## src/rtl/pgwalk_pkg.sv

```systemverilog
package pgwalk_pkg;

  // walk sequencer states
  typedef enum logic [1:0] {
    ST_IDLE    = 2'd0,
    ST_RD_REQ  = 2'd1,
    ST_RD_WAIT = 2'd2,
    ST_WB_REQ  = 2'd3
  } walk_state_e;

  // access kinds carried with a miss
  localparam logic [1:0] ACC_READ  = 2'd0;
  localparam logic [1:0] ACC_WRITE = 2'd1;
  localparam logic [1:0] ACC_FETCH = 2'd2;

  // entry bit positions that hardware interprets
  localparam int unsigned BIT_PRESENT = 0;
  localparam int unsigned BIT_WRITE   = 1;
  localparam int unsigned BIT_USER    = 2;
  localparam int unsigned BIT_WTHRU   = 3;
  localparam int unsigned BIT_NOCACHE = 4;
  localparam int unsigned BIT_REF     = 5;
  localparam int unsigned BIT_BIG     = 7;
  localparam int unsigned BIT_GLOBAL  = 8;

  // narrowed permissions accumulated over the levels
  typedef struct packed {
    logic wr;
    logic usr;
    logic nx;
  } perm_t;

  localparam perm_t PERM_OPEN = '{wr: 1'b1, usr: 1'b1, nx: 1'b0};

  // pass-through attributes of the final entry
  typedef struct packed {
    logic wthru;
    logic nocache;
    logic big;
    logic global_pg;
  } attr_t;

endpackage

```

## src/rtl/pgwalk_addr.sv

```systemverilog
module pgwalk_addr #(
  parameter int LEVELS = 4,
  parameter int IDX_W  = 9,
  parameter int PPN_W  = 40,
  parameter int OFF_W  = 12,
  localparam int VPN_W = LEVELS * IDX_W,
  localparam int LVL_W = (LEVELS > 1) ? $clog2(LEVELS) : 1,
  localparam int PA_W  = PPN_W + OFF_W
) (
  input  logic [VPN_W-1:0] vpn,
  input  logic [LVL_W-1:0] level,
  input  logic [PPN_W-1:0] base,
  output logic [PA_W-1:0]  addr
);

  logic [IDX_W-1:0] idx_arr [LEVELS];
  logic [IDX_W-1:0] idx_sel;

  // level 0 takes the most significant slice
  for (genvar g = 0; g < LEVELS; g++) begin : g_slice
    assign idx_arr[g] = vpn[(LEVELS-1-g)*IDX_W +: IDX_W];
  end

  always_comb begin
    idx_sel = '0;
    for (int i = 0; i < LEVELS; i++) begin
      if (level == LVL_W'(i)) idx_sel = idx_arr[i];
    end
  end

  // entries are 8 bytes: index scaled by 8 inside the page
  assign addr = {base, {OFF_W{1'b0}}} + PA_W'({idx_sel, 3'b000});

endmodule

```

## src/rtl/pgwalk_pte.sv

```systemverilog
module pgwalk_pte
  import pgwalk_pkg::*;
#(
  parameter int PTE_W = 64,
  parameter int PPN_W = 40,
  parameter int OFF_W = 12
) (
  input  logic [PTE_W-1:0] pte,
  input  perm_t            perm_in,
  output logic             present,
  output logic             ref_set,
  output logic [PPN_W-1:0] next_base,
  output perm_t            perm_out,
  output attr_t            attr,
  output logic [PTE_W-1:0] wb_data
);

  assign present   = pte[BIT_PRESENT];
  assign ref_set   = pte[BIT_REF];
  assign next_base = pte[OFF_W +: PPN_W];

  // AND/OR narrowing is idempotent, so re-applying the same entry is harmless
  assign perm_out.wr  = perm_in.wr  & pte[BIT_WRITE];
  assign perm_out.usr = perm_in.usr & pte[BIT_USER];
  assign perm_out.nx  = perm_in.nx  | pte[PTE_W-1];

  assign attr.wthru     = pte[BIT_WTHRU];
  assign attr.nocache   = pte[BIT_NOCACHE];
  assign attr.big       = pte[BIT_BIG];
  assign attr.global_pg = pte[BIT_GLOBAL];

  assign wb_data = pte | (PTE_W'(1) << BIT_REF);

endmodule

```

## src/rtl/pgwalk_ctrl.sv

```systemverilog
module pgwalk_ctrl
  import pgwalk_pkg::*;
#(
  parameter int LEVELS = 4,
  parameter int IDX_W  = 9,
  parameter int PPN_W  = 40,
  parameter int PTE_W  = 64,
  localparam int VPN_W = LEVELS * IDX_W,
  localparam int LVL_W = (LEVELS > 1) ? $clog2(LEVELS) : 1,
  localparam int FC_W  = $clog2(LEVELS + 4)
) (
  input  logic             clk,
  input  logic             rst,
  input  logic             miss_valid,
  output logic             miss_ready,
  input  logic [VPN_W-1:0] miss_vpn,
  input  logic [1:0]       miss_acc,
  input  logic             miss_user,
  input  logic [PPN_W-1:0] root_base,
  output logic             req_valid,
  input  logic             req_ready,
  output logic             req_write,
  input  logic             rsp_valid,
  input  logic [PTE_W-1:0] rsp_data,
  // datapath hooks
  output logic [VPN_W-1:0] vpn_q,
  output logic [LVL_W-1:0] lvl_q,
  output logic [PPN_W-1:0] base_q,
  output logic [PTE_W-1:0] dec_entry,
  output perm_t            perm_q,
  input  logic             dec_present,
  input  logic             dec_ref,
  input  logic [PPN_W-1:0] dec_next,
  input  perm_t            dec_perm,
  input  attr_t            dec_attr,
  // result
  output logic             res_valid,
  output logic [FC_W-1:0]  res_fault,
  output logic [PPN_W-1:0] res_ppn,
  output perm_t            res_perm,
  output attr_t            res_attr
);

  walk_state_e      state_q;
  logic [PTE_W-1:0] entry_q;
  logic [1:0]       acc_q;
  logic             user_q;
  logic             do_adv;
  logic             last_lvl;
  logic [FC_W-1:0]  perm_code;

  assign miss_ready = (state_q == ST_IDLE);
  assign req_valid  = (state_q == ST_RD_REQ) || (state_q == ST_WB_REQ);
  assign req_write  = (state_q == ST_WB_REQ);

  // decoder looks at fresh read data while waiting, otherwise the held entry
  assign dec_entry = (state_q == ST_RD_WAIT) ? rsp_data : entry_q;

  assign last_lvl = (lvl_q == LVL_W'(LEVELS - 1));

  assign do_adv = ((state_q == ST_RD_WAIT) && rsp_valid && dec_present && dec_ref) ||
                  ((state_q == ST_WB_REQ) && req_ready);

  // permission verdict on the fully narrowed set, user first then write then fetch
  always_comb begin
    if (user_q && !dec_perm.usr)                  perm_code = FC_W'(LEVELS + 1);
    else if (acc_q == ACC_WRITE && !dec_perm.wr)  perm_code = FC_W'(LEVELS + 2);
    else if (acc_q == ACC_FETCH && dec_perm.nx)   perm_code = FC_W'(LEVELS + 3);
    else                                          perm_code = '0;
  end

  always_ff @(posedge clk) begin
    if (rst) begin
      state_q   <= ST_IDLE;
      entry_q   <= '0;
      vpn_q     <= '0;
      lvl_q     <= '0;
      base_q    <= '0;
      acc_q     <= ACC_READ;
      user_q    <= 1'b0;
      perm_q    <= PERM_OPEN;
      res_valid <= 1'b0;
      res_fault <= '0;
      res_ppn   <= '0;
      res_perm  <= PERM_OPEN;
      res_attr  <= '0;
    end else begin
      res_valid <= 1'b0;
      unique case (state_q)
        ST_IDLE: begin
          if (miss_valid) begin
            vpn_q   <= miss_vpn;
            acc_q   <= miss_acc;
            user_q  <= miss_user;
            base_q  <= root_base;
            lvl_q   <= '0;
            perm_q  <= PERM_OPEN;
            state_q <= ST_RD_REQ;
          end
        end
        ST_RD_REQ: begin
          if (req_ready) state_q <= ST_RD_WAIT;
        end
        ST_RD_WAIT: begin
          if (rsp_valid) begin
            entry_q <= rsp_data;
            perm_q  <= dec_perm;
            if (!dec_present) begin
              res_valid <= 1'b1;
              res_fault <= FC_W'(lvl_q) + FC_W'(1);
              state_q   <= ST_IDLE;
            end else if (!dec_ref) begin
              state_q <= ST_WB_REQ;
            end
          end
        end
        ST_WB_REQ: ;
        default: state_q <= ST_IDLE;
      endcase

      if (do_adv) begin
        if (last_lvl) begin
          res_valid <= 1'b1;
          res_fault <= perm_code;
          res_ppn   <= dec_next;
          res_perm  <= dec_perm;
          res_attr  <= dec_attr;
          state_q   <= ST_IDLE;
        end else begin
          base_q  <= dec_next;
          lvl_q   <= lvl_q + 1'b1;
          state_q <= ST_RD_REQ;
        end
      end
    end
  end

endmodule

```

## src/rtl/pgwalk_engine.sv

```systemverilog
module pgwalk_engine
  import pgwalk_pkg::*;
#(
  parameter int LEVELS = 4,
  parameter int IDX_W  = 9,
  parameter int PPN_W  = 40,
  parameter int OFF_W  = 12,
  parameter int PTE_W  = 64,
  localparam int VPN_W = LEVELS * IDX_W,
  localparam int PA_W  = PPN_W + OFF_W,
  localparam int LVL_W = (LEVELS > 1) ? $clog2(LEVELS) : 1,
  localparam int FC_W  = $clog2(LEVELS + 4)
) (
  input  logic             clk,
  input  logic             rst,
  input  logic             miss_valid,
  output logic             miss_ready,
  input  logic [VPN_W-1:0] miss_vpn,
  input  logic [1:0]       miss_acc,
  input  logic             miss_user,
  input  logic [PPN_W-1:0] root_base,
  output logic             mem_req_valid,
  input  logic             mem_req_ready,
  output logic             mem_req_write,
  output logic [PA_W-1:0]  mem_req_addr,
  output logic [PTE_W-1:0] mem_req_wdata,
  input  logic             mem_rsp_valid,
  input  logic [PTE_W-1:0] mem_rsp_data,
  output logic             res_valid,
  output logic [FC_W-1:0]  res_fault,
  output logic [PPN_W-1:0] res_ppn,
  output logic             res_writable,
  output logic             res_user,
  output logic             res_nx,
  output logic             res_wthru,
  output logic             res_nocache,
  output logic             res_big,
  output logic             res_global
);

  logic [VPN_W-1:0] vpn_q;
  logic [LVL_W-1:0] lvl_q;
  logic [PPN_W-1:0] base_q;
  logic [PTE_W-1:0] dec_entry;
  perm_t            perm_q;
  logic             dec_present;
  logic             dec_ref;
  logic [PPN_W-1:0] dec_next;
  perm_t            dec_perm;
  attr_t            dec_attr;
  perm_t            res_perm;
  attr_t            res_attr;

  pgwalk_ctrl #(
    .LEVELS(LEVELS), .IDX_W(IDX_W), .PPN_W(PPN_W), .PTE_W(PTE_W)
  ) ctrl_i (
    .clk(clk), .rst(rst),
    .miss_valid(miss_valid), .miss_ready(miss_ready), .miss_vpn(miss_vpn),
    .miss_acc(miss_acc), .miss_user(miss_user), .root_base(root_base),
    .req_valid(mem_req_valid), .req_ready(mem_req_ready), .req_write(mem_req_write),
    .rsp_valid(mem_rsp_valid), .rsp_data(mem_rsp_data),
    .vpn_q(vpn_q), .lvl_q(lvl_q), .base_q(base_q), .dec_entry(dec_entry), .perm_q(perm_q),
    .dec_present(dec_present), .dec_ref(dec_ref), .dec_next(dec_next),
    .dec_perm(dec_perm), .dec_attr(dec_attr),
    .res_valid(res_valid), .res_fault(res_fault), .res_ppn(res_ppn),
    .res_perm(res_perm), .res_attr(res_attr)
  );

  pgwalk_addr #(
    .LEVELS(LEVELS), .IDX_W(IDX_W), .PPN_W(PPN_W), .OFF_W(OFF_W)
  ) addr_i (
    .vpn(vpn_q), .level(lvl_q), .base(base_q), .addr(mem_req_addr)
  );

  pgwalk_pte #(
    .PTE_W(PTE_W), .PPN_W(PPN_W), .OFF_W(OFF_W)
  ) pte_i (
    .pte(dec_entry), .perm_in(perm_q), .present(dec_present), .ref_set(dec_ref),
    .next_base(dec_next), .perm_out(dec_perm), .attr(dec_attr), .wb_data(mem_req_wdata)
  );

  assign res_writable = res_perm.wr;
  assign res_user     = res_perm.usr;
  assign res_nx       = res_perm.nx;
  assign res_wthru    = res_attr.wthru;
  assign res_nocache  = res_attr.nocache;
  assign res_big      = res_attr.big;
  assign res_global   = res_attr.global_pg;

endmodule

```

## config.mk

```make
export PLATFORM = sky130hd
export DESIGN_NAME = pgwalk_engine
export DESIGN_NICKNAME = d
export VERILOG_FILES = /design/src/rtl/pgwalk_pkg.sv /design/src/rtl/pgwalk_addr.sv /design/src/rtl/pgwalk_pte.sv /design/src/rtl/pgwalk_ctrl.sv /design/src/rtl/pgwalk_engine.sv
export SDC_FILE = /design/constraint.sdc
export NUM_CORES = 1
export LEC_CHECK = 0
export ABC_AREA = 0
export BUFFER_PORTS_ARGS = -buffer_cell sky130_fd_sc_hd__buf_2
export CAP_MARGIN = 10
export CORE_MARGIN = 8
export CORE_UTILIZATION = 50
export DETAILED_ROUTE_END_ITERATION = 10
export PLACE_DENSITY = 0.76
export SYNTH_ARGS = -nofsm -noshare
export SYNTH_HDL_FRONTEND = slang
export SYNTH_SLANG_ARGS = --single-unit
```

## constraint.sdc

```tcl
create_clock -name clk -period 3.23 [get_ports clk]
set_clock_uncertainty 0.15 [all_clocks]
set_input_delay 0.969 -clock clk [delete_from_list [all_inputs] [get_ports clk]]
set_output_delay 0.969 -clock clk [all_outputs]
set_load 0.05 [all_outputs]
```

==> metrics.txt, run 1 <==
# TYPE chip_impl_metric gauge
chip_impl_metric{name="fraction_of_final_layout_cells_with_drive_strength_greater_than_1",unit="%"} 34.5
chip_impl_info{name="endpoint_class_of_the_critical_path",value="primary output"} 1
chip_impl_metric{name="mean_instance_size_in_the_synthesized_netlist",unit="sq um"} 8.49
chip_impl_metric{name="drt_first_pass_iters",unit=""} 7
chip_impl_metric{name="multiInputGateArea",unit="sq um"} 4680
chip_impl_metric{name="power-per-cell-area",unit="nW/um^2"} 645
chip_impl_metric{name="seqPwrFrac",unit="%"} 37.3
chip_impl_info{name="rsz_0062_raised_after_global_routing",value="true"} 1
chip_impl_metric{name="p_switching",unit="mW"} 2.66
chip_impl_metric{name="number_of_top_level_pins",unit=""} 318
chip_impl_metric{name="post_synth_inst_count",unit=""} 1075
chip_impl_metric{name="dr.first_iter.drc_count",unit=""} 564
chip_impl_metric{name="areaGrowthSynthToFinish",unit="%"} 28.5
chip_impl_info{name="critical-path-slowest-cell",value="mux2_2"} 1
chip_impl_metric{name="fp.dieArea",unit="sq um"} 22800
chip_impl_metric{name="ys_async_sr_fraction",unit="%"} 0
chip_impl_metric{name="power.ir.vdd_worst",unit="V"} 0.000485
chip_impl_info{name="tritoncts",value="done"} 1
chip_impl_metric{name="detail_route.vias_per_cell",unit=""} 5.69
chip_impl_metric{name="report.final.hold_viol_count",unit=""} 0
chip_impl_info{name="timing.rr.start",value="ctrl_i.lvl_q[0]"} 1
chip_impl_metric{name="nets",unit=""} 1499
chip_impl_metric{name="initial_core_util",unit="%"} 50.8
chip_impl_metric{name="antenna_found_initial",unit=""} 5
chip_impl_info{name="outcome",value="completed"} 1
chip_impl_metric{name="place.detailed.hpwl",unit="mm"} 22.5
chip_impl_metric{name="globalRoute.totalOverflow",unit=""} 0
chip_impl_metric{name="synth_enable_flop_cells",unit=""} 0
chip_impl_info{name="hold_class",value="flop to flop"} 1
chip_impl_metric{name="comb_power_share",unit="%"} 27.6
chip_impl_metric{name="core.rowCount",unit=""} 49
chip_impl_metric{name="finalPower",unit="mW"} 7.56
chip_impl_metric{name="nFillCells",unit=""} 1545
chip_impl_metric{name="worst_pin_slew",unit="ns"} 0.794
chip_impl_metric{name="layout_setup_ws",unit="ns"} 0.0578
chip_impl_metric{name="setup_failing_eps_final",unit=""} 0
chip_impl_info{name="critical_path.endpoint",value="mem_req_wdata[51]"} 1
chip_impl_metric{name="maximum_number_of_pins_on_one_net_before_global_route_repair",unit=""} 70
chip_impl_info{name="cp-start-kind",value="flop"} 1
chip_impl_metric{name="hold-path-cell-count",unit=""} 2
chip_impl_metric{name="first_global_vias",unit=""} 8952
chip_impl_metric{name="timing.final.crit_period",unit="ns"} 3.17
chip_impl_metric{name="regArea",unit="sq um"} 4030
chip_impl_metric{name="final_antenna_net_count",unit=""} 0
chip_impl_metric{name="critPathArrivalTime",unit="ns"} 2.05
chip_impl_metric{name="vias",unit=""} 9052
chip_impl_metric{name="synth-seq-area-share",unit="%"} 44.1
chip_impl_metric{name="tritoncts.num_buffers",unit=""} 23
chip_impl_metric{name="wl",unit="mm"} 32.1
chip_impl_metric{name="htree_levels",unit=""} 1
chip_impl_metric{name="drc",unit=""} 0
chip_impl_info{name="worstSetupStartpoint",value="ctrl_i.state_q[0]"} 1
chip_impl_metric{name="synth_warnings",unit=""} 0
chip_impl_info{name="crit_chain",value="inv_2 > ha_4 > buf_12 > mux2_2 > buf_2"} 1
chip_impl_metric{name="setup-tns-final",unit="ns"} 0
chip_impl_info{name="cts.root.buffer_cell",value="clkbuf_16"} 1
chip_impl_metric{name="wl_per_cell",unit="um"} 20.2
chip_impl_metric{name="clk-insertion-delay-late",unit="ns"} 0.52
chip_impl_metric{name="power.share.switching",unit="%"} 35.2
chip_impl_metric{name="timing_max_transition_violations_final",unit=""} 0
chip_impl_metric{name="final_period_util",unit="%"} 98.2
chip_impl_metric{name="total_of_buffers_placed_on_input_and_output_ports",unit=""} 313
chip_impl_metric{name="netlist-cell-type-count",unit=""} 51
chip_impl_metric{name="num_clock_sinks",unit=""} 201
chip_impl_metric{name="worst_setup_hold_path_clk_slew",unit="ns"} 0.06
chip_impl_metric{name="die_w",unit="um"} 151
chip_impl_metric{name="netlist_area",unit="sq um"} 9130
chip_impl_metric{name="power_report.internal_total",unit="mW"} 4.90
chip_impl_metric{name="max_freq",unit="MHz"} 315
chip_impl_info{name="regToRegEndpoint",value="ctrl_i.res_ppn[23]"} 1
chip_impl_metric{name="max_cap_violations",unit=""} 0
chip_impl_metric{name="dieHeight",unit="um"} 151
chip_impl_metric{name="cts-root-to-sink-buffers",unit=""} 3
chip_impl_info{name="crit_type",value="flop to primary output"} 1
chip_impl_metric{name="dp_worst_setup_slack",unit="ns"} 0.384
chip_impl_metric{name="cp_data_required_time",unit="ns"} 2.11
chip_impl_metric{name="worstPathMaxFanout",unit=""} 29
chip_impl_metric{name="depth_of_the_most_critical_reg_to_reg_path",unit=""} 7
chip_impl_metric{name="maxSlewHeadroom",unit="%"} 47.1
chip_impl_metric{name="gp_congestion",unit=""} 0.871
chip_impl_metric{name="track_usage",unit="%"} 26.9
chip_impl_metric{name="grt_pass1_wl",unit="mm"} 49.1
chip_impl_metric{name="ys_ff_latch",unit=""} 201
chip_impl_metric{name="leakagePower",unit="nW"} 5.64
chip_impl_metric{name="ff2ff_setup_slack",unit="ns"} 0.44
chip_impl_metric{name="clockPowerShare",unit="%"} 35.1
chip_impl_metric{name="max_stage_delay",unit="ns"} 0.40
chip_impl_info{name="ys.flop_type",value="dfxtp_1"} 1
chip_impl_metric{name="coreArea",unit="sq um"} 18000
## worst min path at each step
stage	slack (ns)	start	end
2_1_floorplan	0.28	ctrl_i.user_q	ctrl_i.user_q
3_3_place_gp	0.29	ctrl_i.entry_q[52]	ctrl_i.entry_q[52]
3_5_place_dp	0.30	ctrl_i.entry_q[59]	ctrl_i.entry_q[59]
4_1_cts	0.30	ctrl_i.entry_q[59]	ctrl_i.entry_q[59]
5_1_grt	0.32	ctrl_i.vpn_q[0]	ctrl_i.vpn_q[0]
6_report	0.30	ctrl_i.entry_q[24]	ctrl_i.entry_q[24]
## placed cells by master, fill, tap and decap left out, drive strengths merged, types with 2 or more instances in the layout
master	synthesis	layout
nor3b	3	3
nand2	310	310
nand3b	11	11
o21a	2	2
a211oi	44	44
nor2	6	6
conb	2	4
inv	11	12
mux2	65	65
o2111ai	2	2
bufinv	0	2
diode	0	4
ha	9	9
buf	30	339
a21o	2	2
a311o	2	2
nor3	4	4
nand2b	4	4
or3	45	45
clkbuf	73	40
a311oi	42	42
o21ai	14	14
a21oi	128	128
and2	3	3
dfxtp	201	201
o211a	45	45
clkinv	0	3
## power groups by stage
stage | Combinational [mW] | Sequential (mW) | Clock [mW]
6_report | 2.09 | 2.82 | 2.65
5_1_grt | 2.23 | 2.84 | 2.80
4_1_cts | 2.08 | 2.81 | 2.70
3_5_place_dp | 2.06 | 2.86 | 0
3_3_place_gp | 2.04 | 2.86 | 0
2_1_floorplan | 1.19 | 3.13 | 0
## flip-flops by register name, indices dropped and copies added (netlist names)
register	cells
ctrl_i.acc_q	2
ctrl_i.base_q	40
ctrl_i.entry_q	64
ctrl_i.lvl_q	2
ctrl_i.perm_q	3
ctrl_i.res_attr	4
ctrl_i.res_fault	3
ctrl_i.res_perm	3
ctrl_i.res_ppn	40
ctrl_i.res_valid	1
ctrl_i.state_q	2
ctrl_i.user_q	1
ctrl_i.vpn_q	36
## cells in the mapped netlist (2+ instances only)
| cell type | n | share of area, % |
|---|---|---|
| nand2_1 | 310 | 13 |
| dfxtp_1 | 201 | 44 |
| a21oi_1 | 127 | 7.0 |
| clkbuf_1 | 73 | 3.0 |
| mux2_2 | 65 | 8.0 |
| o211a_1 | 45 | 4.9 |
| or3_1 | 45 | 3.1 |
| a211oi_1 | 43 | 3.5 |
| a311oi_1 | 41 | 3.9 |
| buf_2 | 14 | 0.77 |
| o21ai_0 | 13 | 0.71 |
| nand3b_1 | 10 | 0.82 |
| buf_4 | 9 | 0.74 |
| ha_1 | 9 | 1.2 |
| inv_1 | 9 | 0.37 |
| buf_6 | 5 | 0.62 |
| nor2_1 | 5 | 0.21 |
| nand2b_1 | 4 | 0.27 |
| nor3_1 | 4 | 0.22 |
| and2_1 | 3 | 0.21 |
| nor3b_1 | 3 | 0.25 |
| a21o_1 | 2 | 0.16 |
| a311o_1 | 2 | 0.22 |
| buf_1 | 2 | 0.082 |
| conb_1 | 2 | 0.082 |
| inv_2 | 2 | 0.082 |
| o2111ai_1 | 2 | 0.19 |
| o21a_1 | 2 | 0.16 |
## routing by layer
| metal | part of all wire, % | track usage (%) | vias to the layer above |
|---|---|---|---|
| li1 | - | - | 4320 |
| met1 | 38 | 32.1 | 4237 |
| met2 | 48 | 44.8 | 405 |
| met3 | 9.6 | 7.74 | 84 |
| met4 | 3.5 | 10.4 | 6 |
| met5 | 0.10 | 0 | - |
## metrics by stage
| stage | area, sq um | hold slack, ns | cells | util, % |
|---|---|---|---|---|
| 2_1_floorplan | 9130 | 0.282 | 1077 | - |
| 3_3_place_gp | 10900 | 0.289 | 1544 | 60.4 |
| 3_5_place_dp | 10900 | 0.297 | 1544 | 60.4 |
| 4_1_cts | 11700 | 0.305 | 1587 | 64.9 |
| 5_1_grt | 11700 | 0.322 | 1590 | 65.2 |
| 6_report | 11700 | 0.304 | 1592 | 65.3 |
## logic make-up after synthesis
family | synth area share [%]
adder cells (fa/ha/maj) | 1.23
AND/OR/NAND/NOR | 18.6
flip-flops | 44.1
buffers and inverters | 5.66
multiplexers | 8.13
other | 0.0823
AO/OA/AOI/OAI | 22.2
## critical path, delay by kind of cell (launching register included)
family / cells / cell delay, ns
buffers and inverters: 3 / 0.54
multiplexers: 1 / 0.40
flip-flops: 1 / 0.36
adder cells (fa/ha/maj): 1 / 0.22
## final cells by class
type / count / area share, %
clock buffers: 36 / 5.84
well taps: 229 / 2.44
repair buffers: 343 / 16.3
clock inverters: 6 / 0.747
diodes: 4 / 0.0854
flip-flops and latches: 201 / 34.3
multi-input cells: 762 / 39.9
inverters: 11 / 0.352
## what timing repair did
| action | 4_1_cts | 5_1_grt |
|---|---|---|
| buffers inserted | 1 | 1 |
| gates resized for setup | 7 | 16 |
| hold buffers | 0 | 0 |
| hold endpoints to repair | 0 | 0 |
| pin swaps | 0 | 2 |
| endpoints found under the setup margin | 58 | 10 |
Power figures use the tool's default switching activity.
==> run 2: changes to the inputs <==
clock period = 3.7 ns   (was 3.23 ns; I/O delays follow)
==> run 2 against run 1 <==
  * Sequential cell count unchanged
  * Count of clock-buffer cells in the layout down 6
  * Non-clock buffer count down 7
  * Cell count down 0.69%
  * Global-route usage down 0.56 points
  * Sequential power down 13%
  * First-iteration DRC count up 10%
  * Cell area down 1.9%
  * Worst setup slack better by 0.11 ns
  * Combinational power down 13%
  * Largest power group unchanged
==> metrics.txt, run 2 (synthesized netlist as in run 1, its figures left out) <==
# TYPE chip_impl_metric gauge
chip_impl_metric{name="wl_per_cell",unit="um"} 20.0
chip_impl_metric{name="critPathArrivalTime",unit="ns"} 2.27
chip_impl_info{name="critical-path-slowest-cell",value="ha_1"} 1
chip_impl_metric{name="initial_core_util",unit="%"} 50.8
chip_impl_metric{name="worst_pin_slew",unit="ns"} 0.729
chip_impl_info{name="outcome",value="completed"} 1
chip_impl_metric{name="first_global_vias",unit=""} 8870
chip_impl_info{name="crit_chain",value="inv_1 > ha_1 > nand3b_1 > a21oi_1 > a21oi_1 > o21ai_0 > buf_2"} 1
chip_impl_metric{name="areaGrowthSynthToFinish",unit="%"} 26.1
chip_impl_info{name="layout_common_cells",value="buf_2, nand2_1, dfxtp_1"} 1
chip_impl_metric{name="total_of_buffers_placed_on_input_and_output_ports",unit=""} 313
chip_impl_metric{name="timing_max_transition_violations_final",unit=""} 0
chip_impl_metric{name="grt_pass1_wl",unit="mm"} 48.3
chip_impl_metric{name="grt_use_met1",unit="%"} 31.8
chip_impl_metric{name="max_stage_delay",unit="ns"} 0.37
chip_impl_metric{name="cp_data_required_time",unit="ns"} 2.44
chip_impl_metric{name="report.final.hold_viol_count",unit=""} 0
chip_impl_metric{name="worstPathMaxFanout",unit=""} 9
chip_impl_metric{name="die_w",unit="um"} 151
chip_impl_metric{name="tritoncts.num_buffers",unit=""} 21
chip_impl_metric{name="depth_of_the_most_critical_reg_to_reg_path",unit=""} 7
chip_impl_metric{name="final_antenna_net_count",unit=""} 0
chip_impl_metric{name="detail_route.vias_per_cell",unit=""} 5.69
chip_impl_metric{name="vias",unit=""} 8988
chip_impl_metric{name="worst-path-buf-inv",unit=""} 2
chip_impl_metric{name="cts-root-to-sink-buffers",unit=""} 3
chip_impl_info{name="busiest_layer_in_global_routing",value="met2"} 1
chip_impl_info{name="critical_path.most_common_cell",value="a21oi_1"} 1
chip_impl_metric{name="globalRoute.totalOverflow",unit=""} 0
chip_impl_metric{name="maximum_number_of_pins_on_one_net_before_global_route_repair",unit=""} 156
chip_impl_metric{name="max_cap_violations",unit=""} 0
chip_impl_metric{name="antenna_found_initial",unit=""} 8
chip_impl_info{name="layout.cells.most_common",value="buf_2"} 1
chip_impl_info{name="crit_type",value="flop to primary output"} 1
chip_impl_info{name="biggestRegsByFlops",value="ctrl_i.entry_q x64, ctrl_i.base_q x40, ctrl_i.res_ppn x40"} 1
chip_impl_metric{name="grt_util_met3",unit="%"} 6.48
chip_impl_metric{name="hold-path-cell-count",unit=""} 2
chip_impl_metric{name="fp.dieArea",unit="sq um"} 22800
chip_impl_info{name="cts.root.buffer_cell",value="clkbuf_16"} 1
chip_impl_metric{name="timing.final.crit_period",unit="ns"} 3.53
chip_impl_metric{name="leakagePower",unit="nW"} 5.55
chip_impl_metric{name="power.ir.vdd_worst",unit="V"} 0.000374
chip_impl_metric{name="dieHeight",unit="um"} 151
chip_impl_metric{name="dr.first_iter.drc_count",unit=""} 621
chip_impl_metric{name="fraction_of_final_layout_cells_with_drive_strength_greater_than_1",unit="%"} 33.7
chip_impl_info{name="tritoncts",value="done"} 1
chip_impl_metric{name="hold-worst-slack",unit="ns"} 0.302
chip_impl_metric{name="setup-tns-final",unit="ns"} 0
chip_impl_metric{name="cts.hold.buffers_added",unit=""} 0
chip_impl_metric{name="nets",unit=""} 1490
chip_impl_metric{name="place.detailed.hpwl",unit="mm"} 22.0
chip_impl_metric{name="number_of_top_level_pins",unit=""} 318
chip_impl_info{name="endpoint_class_of_the_critical_path",value="primary output"} 1
chip_impl_info{name="top_register",value="ctrl_i.entry_q"} 1
chip_impl_metric{name="clk-insertion-delay-late",unit="ns"} 0.49
chip_impl_metric{name="num_clock_sinks",unit=""} 201
chip_impl_metric{name="drc",unit=""} 0
chip_impl_metric{name="max_freq",unit="MHz"} 283
chip_impl_metric{name="core.rowCount",unit=""} 49
chip_impl_metric{name="finalPower",unit="mW"} 6.33
chip_impl_metric{name="worst-path-stages",unit=""} 7
chip_impl_metric{name="htree_levels",unit=""} 1
chip_impl_metric{name="track_usage",unit="%"} 26.3
chip_impl_metric{name="met2_usage",unit="%"} 44.1
chip_impl_metric{name="drt_first_pass_iters",unit=""} 5
chip_impl_metric{name="power-per-cell-area",unit="nW/um^2"} 550
chip_impl_metric{name="largest_register_ffs",unit=""} 64
chip_impl_info{name="rsz_0062_raised_after_global_routing",value="false"} 1
chip_impl_metric{name="wl",unit="mm"} 31.7
chip_impl_info{name="hold_class",value="flop to flop"} 1
chip_impl_metric{name="final_period_util",unit="%"} 95.5
chip_impl_metric{name="worst_setup_hold_path_clk_slew",unit="ns"} 0.06
chip_impl_info{name="cpLargestDelayFamily",value="compound AO/OA/AOI/OAI gates"} 1
chip_impl_metric{name="maxSlewHeadroom",unit="%"} 51.4
chip_impl_metric{name="coreArea",unit="sq um"} 18000
chip_impl_metric{name="setup_failing_eps_final",unit=""} 0
chip_impl_info{name="cp-start-kind",value="flop"} 1
chip_impl_metric{name="gp_congestion",unit=""} 0.845
==> run 2: cell types whose count changed in the layout (fill, tap and decap cells not counted), sizes merged <==
| cell | previous run | this run |
|---|---|---|
| buf | 339 | 336 |
| diode | 4 | 6 |
| clkbuf | 40 | 30 |
| bufinv | 2 | 1 |
| inv | 12 | 11 |
| clkinv | 3 | 5 |
==> run 2: worst paths after layout <==
check	from	to	slack, ns
setup / recovery	ctrl_i.lvl_q[0]	mem_req_addr[10]	0.17
hold / removal	ctrl_i.entry_q[12]	ctrl_i.entry_q[12]	0.30
setup reg to reg	ctrl_i.lvl_q[0]	ctrl_i.res_ppn[27]	0.75
hold reg to reg	ctrl_i.entry_q[12]	ctrl_i.entry_q[12]	0.30
==> run 2: final cells by class <==
class | instances | area [sq um]
Antenna cell | 6 | 15.0
Clock buffer | 30 | 609
Clock inverter | 6 | 55.1
Fill cell | 1539 | 6460
Inverter | 11 | 41.3
Multi-Input combinational cell | 762 | 4650
Sequential cell | 201 | 4020
Tap cell | 229 | 287
Timing Repair Buffer | 336 | 1820
==> run 2: stage by stage <==
| step | utilization, % | area (sq um) | setup WS [ns] | instances |
|---|---|---|---|---|
| 2_1_floorplan | - | 9130 | 0.163 | 1077 |
| 3_3_place_gp | 60.2 | 10800 | 0.573 | 1538 |
| 3_5_place_dp | 60.2 | 10800 | 0.535 | 1538 |
| 4_1_cts | 63.9 | 11500 | 0.0101 | 1574 |
| 5_1_grt | 64.0 | 11500 | 0.0308 | 1580 |
| 6_report | 64.1 | 11500 | 0.167 | 1581 |
==> run 2: where the power goes <==
part / switching (mW) / internal [mW]
clock: 0.848 / 1.21
combinational: 1.30 / 0.515
sequential: 0.110 / 2.34
==> run 2: worst register-to-register path: stages, from the launching register on <==
cell and delay, ns:
dfxtp_1 0.43, ha_2 0.44, buf_4 0.39, inv_2 0.20, nor2_4 0.50, nor2_4 0.25, buf_12 0.23, o211a_1 0.24
==> run 2: metal layers <==
layer | part of all wire (%) | vias to the layer above
li1 | - | 4291
met1 | 39 | 4207
met2 | 48 | 416
met3 | 8.8 | 68
met4 | 3.3 | 6
met5 | 0.13 | -
==> run 2: timing repair <==
action                                  in CTS  in global routing
gates resized for setup                      0                  2
endpoints found under the hold margin        0                  0
endpoints found under the setup margin       0                 35
buffers inserted                             0                  1
==> run 3: changes to the inputs <==
CELL_PAD_IN_SITES_DETAIL_PLACEMENT = 0   (was not set)
CELL_PAD_IN_SITES_GLOBAL_PLACEMENT = 1   (was not set)
CORE_UTILIZATION = 39   (was 50)
CTS_BUF_LIST = sky130_fd_sc_hd__clkbuf_4 sky130_fd_sc_hd__clkbuf_8 sky130_fd_sc_hd__clkbuf_16   (was not set)
PLACE_DENSITY = 0.81   (was 0.76)
==> run 3 against run 2 <==
  * Sequential share of layout area is 0.33 points lower
  * Global-route usage decreased by 3.5 points
  * Non-clock buffer count down 3
  * Critical endpoint is now mem_req_wdata[0]
==> metrics.txt, run 3 (synthesized netlist as in run 1, its figures left out) <==
# TYPE chip_impl_metric gauge
chip_impl_info{name="outcome",value="completed"} 1
chip_impl_metric{name="layout_setup_ws",unit="ns"} 0.165
chip_impl_metric{name="max_cap_violations",unit=""} 0
chip_impl_metric{name="dr.first_iter.drc_count",unit=""} 776
chip_impl_metric{name="antenna_found_initial",unit=""} 9
chip_impl_metric{name="maxSlewHeadroom",unit="%"} 38.9
chip_impl_info{name="routed.top_layer",value="met5"} 1
chip_impl_metric{name="htree_levels",unit=""} 1
chip_impl_metric{name="initial_core_util",unit="%"} 39.4
chip_impl_metric{name="grt_pass1_wl",unit="mm"} 52.6
chip_impl_metric{name="timing.final.crit_period",unit="ns"} 3.53
chip_impl_info{name="biggestRegsByFlops",value="ctrl_i.entry_q x64, ctrl_i.base_q x40, ctrl_i.res_ppn x40"} 1
chip_impl_metric{name="track_usage",unit="%"} 22.8
chip_impl_info{name="rsz_0062_raised_after_global_routing",value="false"} 1
chip_impl_info{name="tritoncts",value="done"} 1
chip_impl_metric{name="drt_first_pass_iters",unit=""} 5
chip_impl_metric{name="dieHeight",unit="um"} 169
chip_impl_metric{name="clk-insertion-delay-late",unit="ns"} 0.50
chip_impl_metric{name="worstPathMaxFanout",unit=""} 23
chip_impl_info{name="timing.rr.start",value="ctrl_i.state_q[0]"} 1
chip_impl_info{name="worstSetupStartpoint",value="ctrl_i.state_q[0]"} 1
chip_impl_info{name="regToRegEndpoint",value="ctrl_i.base_q[21]"} 1
chip_impl_metric{name="coreArea",unit="sq um"} 23200
chip_impl_metric{name="num_clock_sinks",unit=""} 201
chip_impl_info{name="whs_endpoint",value="ctrl_i.entry_q[25]"} 1
chip_impl_metric{name="wl_per_cell",unit="um"} 20.4
chip_impl_metric{name="drc",unit=""} 0
chip_impl_info{name="layout_common_cells",value="buf_2, nand2_1, dfxtp_1"} 1
chip_impl_metric{name="setup_failing_eps_final",unit=""} 0
chip_impl_metric{name="die_w",unit="um"} 169
chip_impl_metric{name="fp.dieArea",unit="sq um"} 28600
chip_impl_metric{name="first_global_vias",unit=""} 9007
chip_impl_metric{name="total_of_buffers_placed_on_input_and_output_ports",unit=""} 313
chip_impl_metric{name="vias",unit=""} 9048
chip_impl_info{name="hold_class",value="flop to flop"} 1
chip_impl_metric{name="worst_setup_hold_path_clk_slew",unit="ns"} 0.06
chip_impl_metric{name="power.ir.vdd_worst",unit="V"} 0.000329
chip_impl_metric{name="final_period_util",unit="%"} 95.5
chip_impl_info{name="endpoint_class_of_the_critical_path",value="primary output"} 1
chip_impl_metric{name="areaGrowthSynthToFinish",unit="%"} 27.3
chip_impl_metric{name="setup-tns-final",unit="ns"} 0
chip_impl_info{name="cts.root.buffer_cell",value="clkbuf_16"} 1
chip_impl_metric{name="met1Wirelength",unit="mm"} 14.3
chip_impl_metric{name="final_antenna_net_count",unit=""} 0
chip_impl_metric{name="ff2ff_setup_slack",unit="ns"} 0.65
chip_impl_info{name="holdCritStartpoint",value="ctrl_i.entry_q[25]"} 1
chip_impl_metric{name="depth_of_the_most_critical_reg_to_reg_path",unit=""} 8
chip_impl_metric{name="wl",unit="mm"} 34.1
chip_impl_metric{name="report.final.hold_viol_count",unit=""} 0
chip_impl_metric{name="critPathArrivalTime",unit="ns"} 2.27
chip_impl_info{name="crit_type",value="flop to primary output"} 1
chip_impl_info{name="cp-start-kind",value="flop"} 1
chip_impl_metric{name="nets",unit=""} 1488
chip_impl_metric{name="tritoncts.num_buffers",unit=""} 22
chip_impl_metric{name="cp_data_required_time",unit="ns"} 2.44
chip_impl_metric{name="routed-wl-met3",unit="mm"} 2.83
chip_impl_metric{name="routed_met2_length",unit="mm"} 16.1
chip_impl_metric{name="cts.hold.buffers_added",unit=""} 0
chip_impl_metric{name="leakagePower",unit="nW"} 5.56
chip_impl_metric{name="number_of_top_level_pins",unit=""} 318
chip_impl_metric{name="globalRoute.totalOverflow",unit=""} 0
chip_impl_metric{name="power-per-cell-area",unit="nW/um^2"} 553
chip_impl_metric{name="dp_worst_setup_slack",unit="ns"} 0.522
chip_impl_metric{name="place.detailed.hpwl",unit="mm"} 22.7
chip_impl_metric{name="max_freq",unit="MHz"} 283
chip_impl_info{name="top_register",value="ctrl_i.entry_q"} 1
chip_impl_metric{name="fraction_of_final_layout_cells_with_drive_strength_greater_than_1",unit="%"} 33.8
chip_impl_metric{name="hold-path-cell-count",unit=""} 2
chip_impl_metric{name="core.rowCount",unit=""} 56
chip_impl_metric{name="gp_congestion",unit=""} 0.805
chip_impl_metric{name="timing_max_transition_violations_final",unit=""} 0
chip_impl_metric{name="detail_route.vias_per_cell",unit=""} 5.43
chip_impl_info{name="layout.cells.most_common",value="buf_2"} 1
chip_impl_metric{name="maximum_number_of_pins_on_one_net_before_global_route_repair",unit=""} 96
chip_impl_metric{name="cts-root-to-sink-buffers",unit=""} 3
chip_impl_metric{name="largest_register_ffs",unit=""} 64
chip_impl_metric{name="worst_pin_slew",unit="ns"} 0.914
[run 3: changes by cell type in the layout (fill, tap and decap cells not counted), moves of 2 or more]
| cell | previous run | this run |
|---|---|---|
| ha_1 | 5 | 7 |
| clkbuf_16 | 21 | 23 |
| buf_4 | 17 | 15 |
| clkinv_2 | 5 | 2 |
| diode_2 | 6 | 4 |
| ha_2 | 3 | 1 |
| clkbuf_4 | 0 | 7 |
| clkbuf_1 | 4 | 0 |
[run 3: power breakdown]
part | total [mW] | switching, mW | leakage [nW] | internal, mW
clock | 2.15 | 0.885 | 0.352 | 1.26
combinational | 1.82 | 1.31 | 3.57 | 0.508
sequential | 2.46 | 0.110 | 1.63 | 2.34
[run 3: worst max-delay path by stage]
stage	to	slack (ns)	depth (start not counted)
6_report	mem_req_wdata[0]	0.17	5
5_1_grt	mem_req_addr[5]	0.03	7
4_1_cts	mem_req_wdata[35]	0.06	5
3_5_place_dp	ctrl_i.base_q[7]	0.52	6
3_3_place_gp	ctrl_i.base_q[5]	0.59	6
2_1_floorplan	mem_req_addr[10]	0.16	6
[run 3: area by class of cell]
type                    count  area (sq um)
diodes                      4          10.0
clock buffers              34           683
clock inverters             3          17.5
fillers                  2263         11600
inverters                  11          41.3
multi-input cells         762          4650
flip-flops and latches    201          4020
well taps                 319           399
repair buffers            333          1790
[run 3: critical path: stages (launching register included)]
cell,delay [ns]
dfxtp_1,0.36
inv_1,0.15
ha_4,0.35
buf_12,0.23
mux2_2,0.42
buf_2,0.24
[run 3: layer usage]
metal  vias up  global-route usage, %
met2       333                   37.9
met3        60                   6.78
met4        10                   6.77
met1      4356                   28.1
met5         -                      0
li1       4289                      -
[run 3: metrics by stage]
step | util [%] | cell area (sq um) | hold WS [ns] | std cells | power (mW)
floorplan | - | 9130 | 0.282 | 1077 | 3.77
global placement | 47.0 | 10900 | 0.289 | 1625 | 4.32
detailed placement | 47.0 | 10900 | 0.297 | 1625 | 4.33
CTS | 50.0 | 11600 | 0.305 | 1662 | 6.48
global route | 50.1 | 11600 | 0.315 | 1667 | 6.72
finish | 50.1 | 11600 | 0.302 | 1667 | 6.42
[run 3: what timing repair did]
| action | in CTS | in global routing |
|---|---|---|
| setup buffers | 0 | 1 |
| endpoints found under the setup margin | 0 | 16 |
| gates resized for setup | 0 | 0 |
| hold endpoints to repair | 0 | 0 |
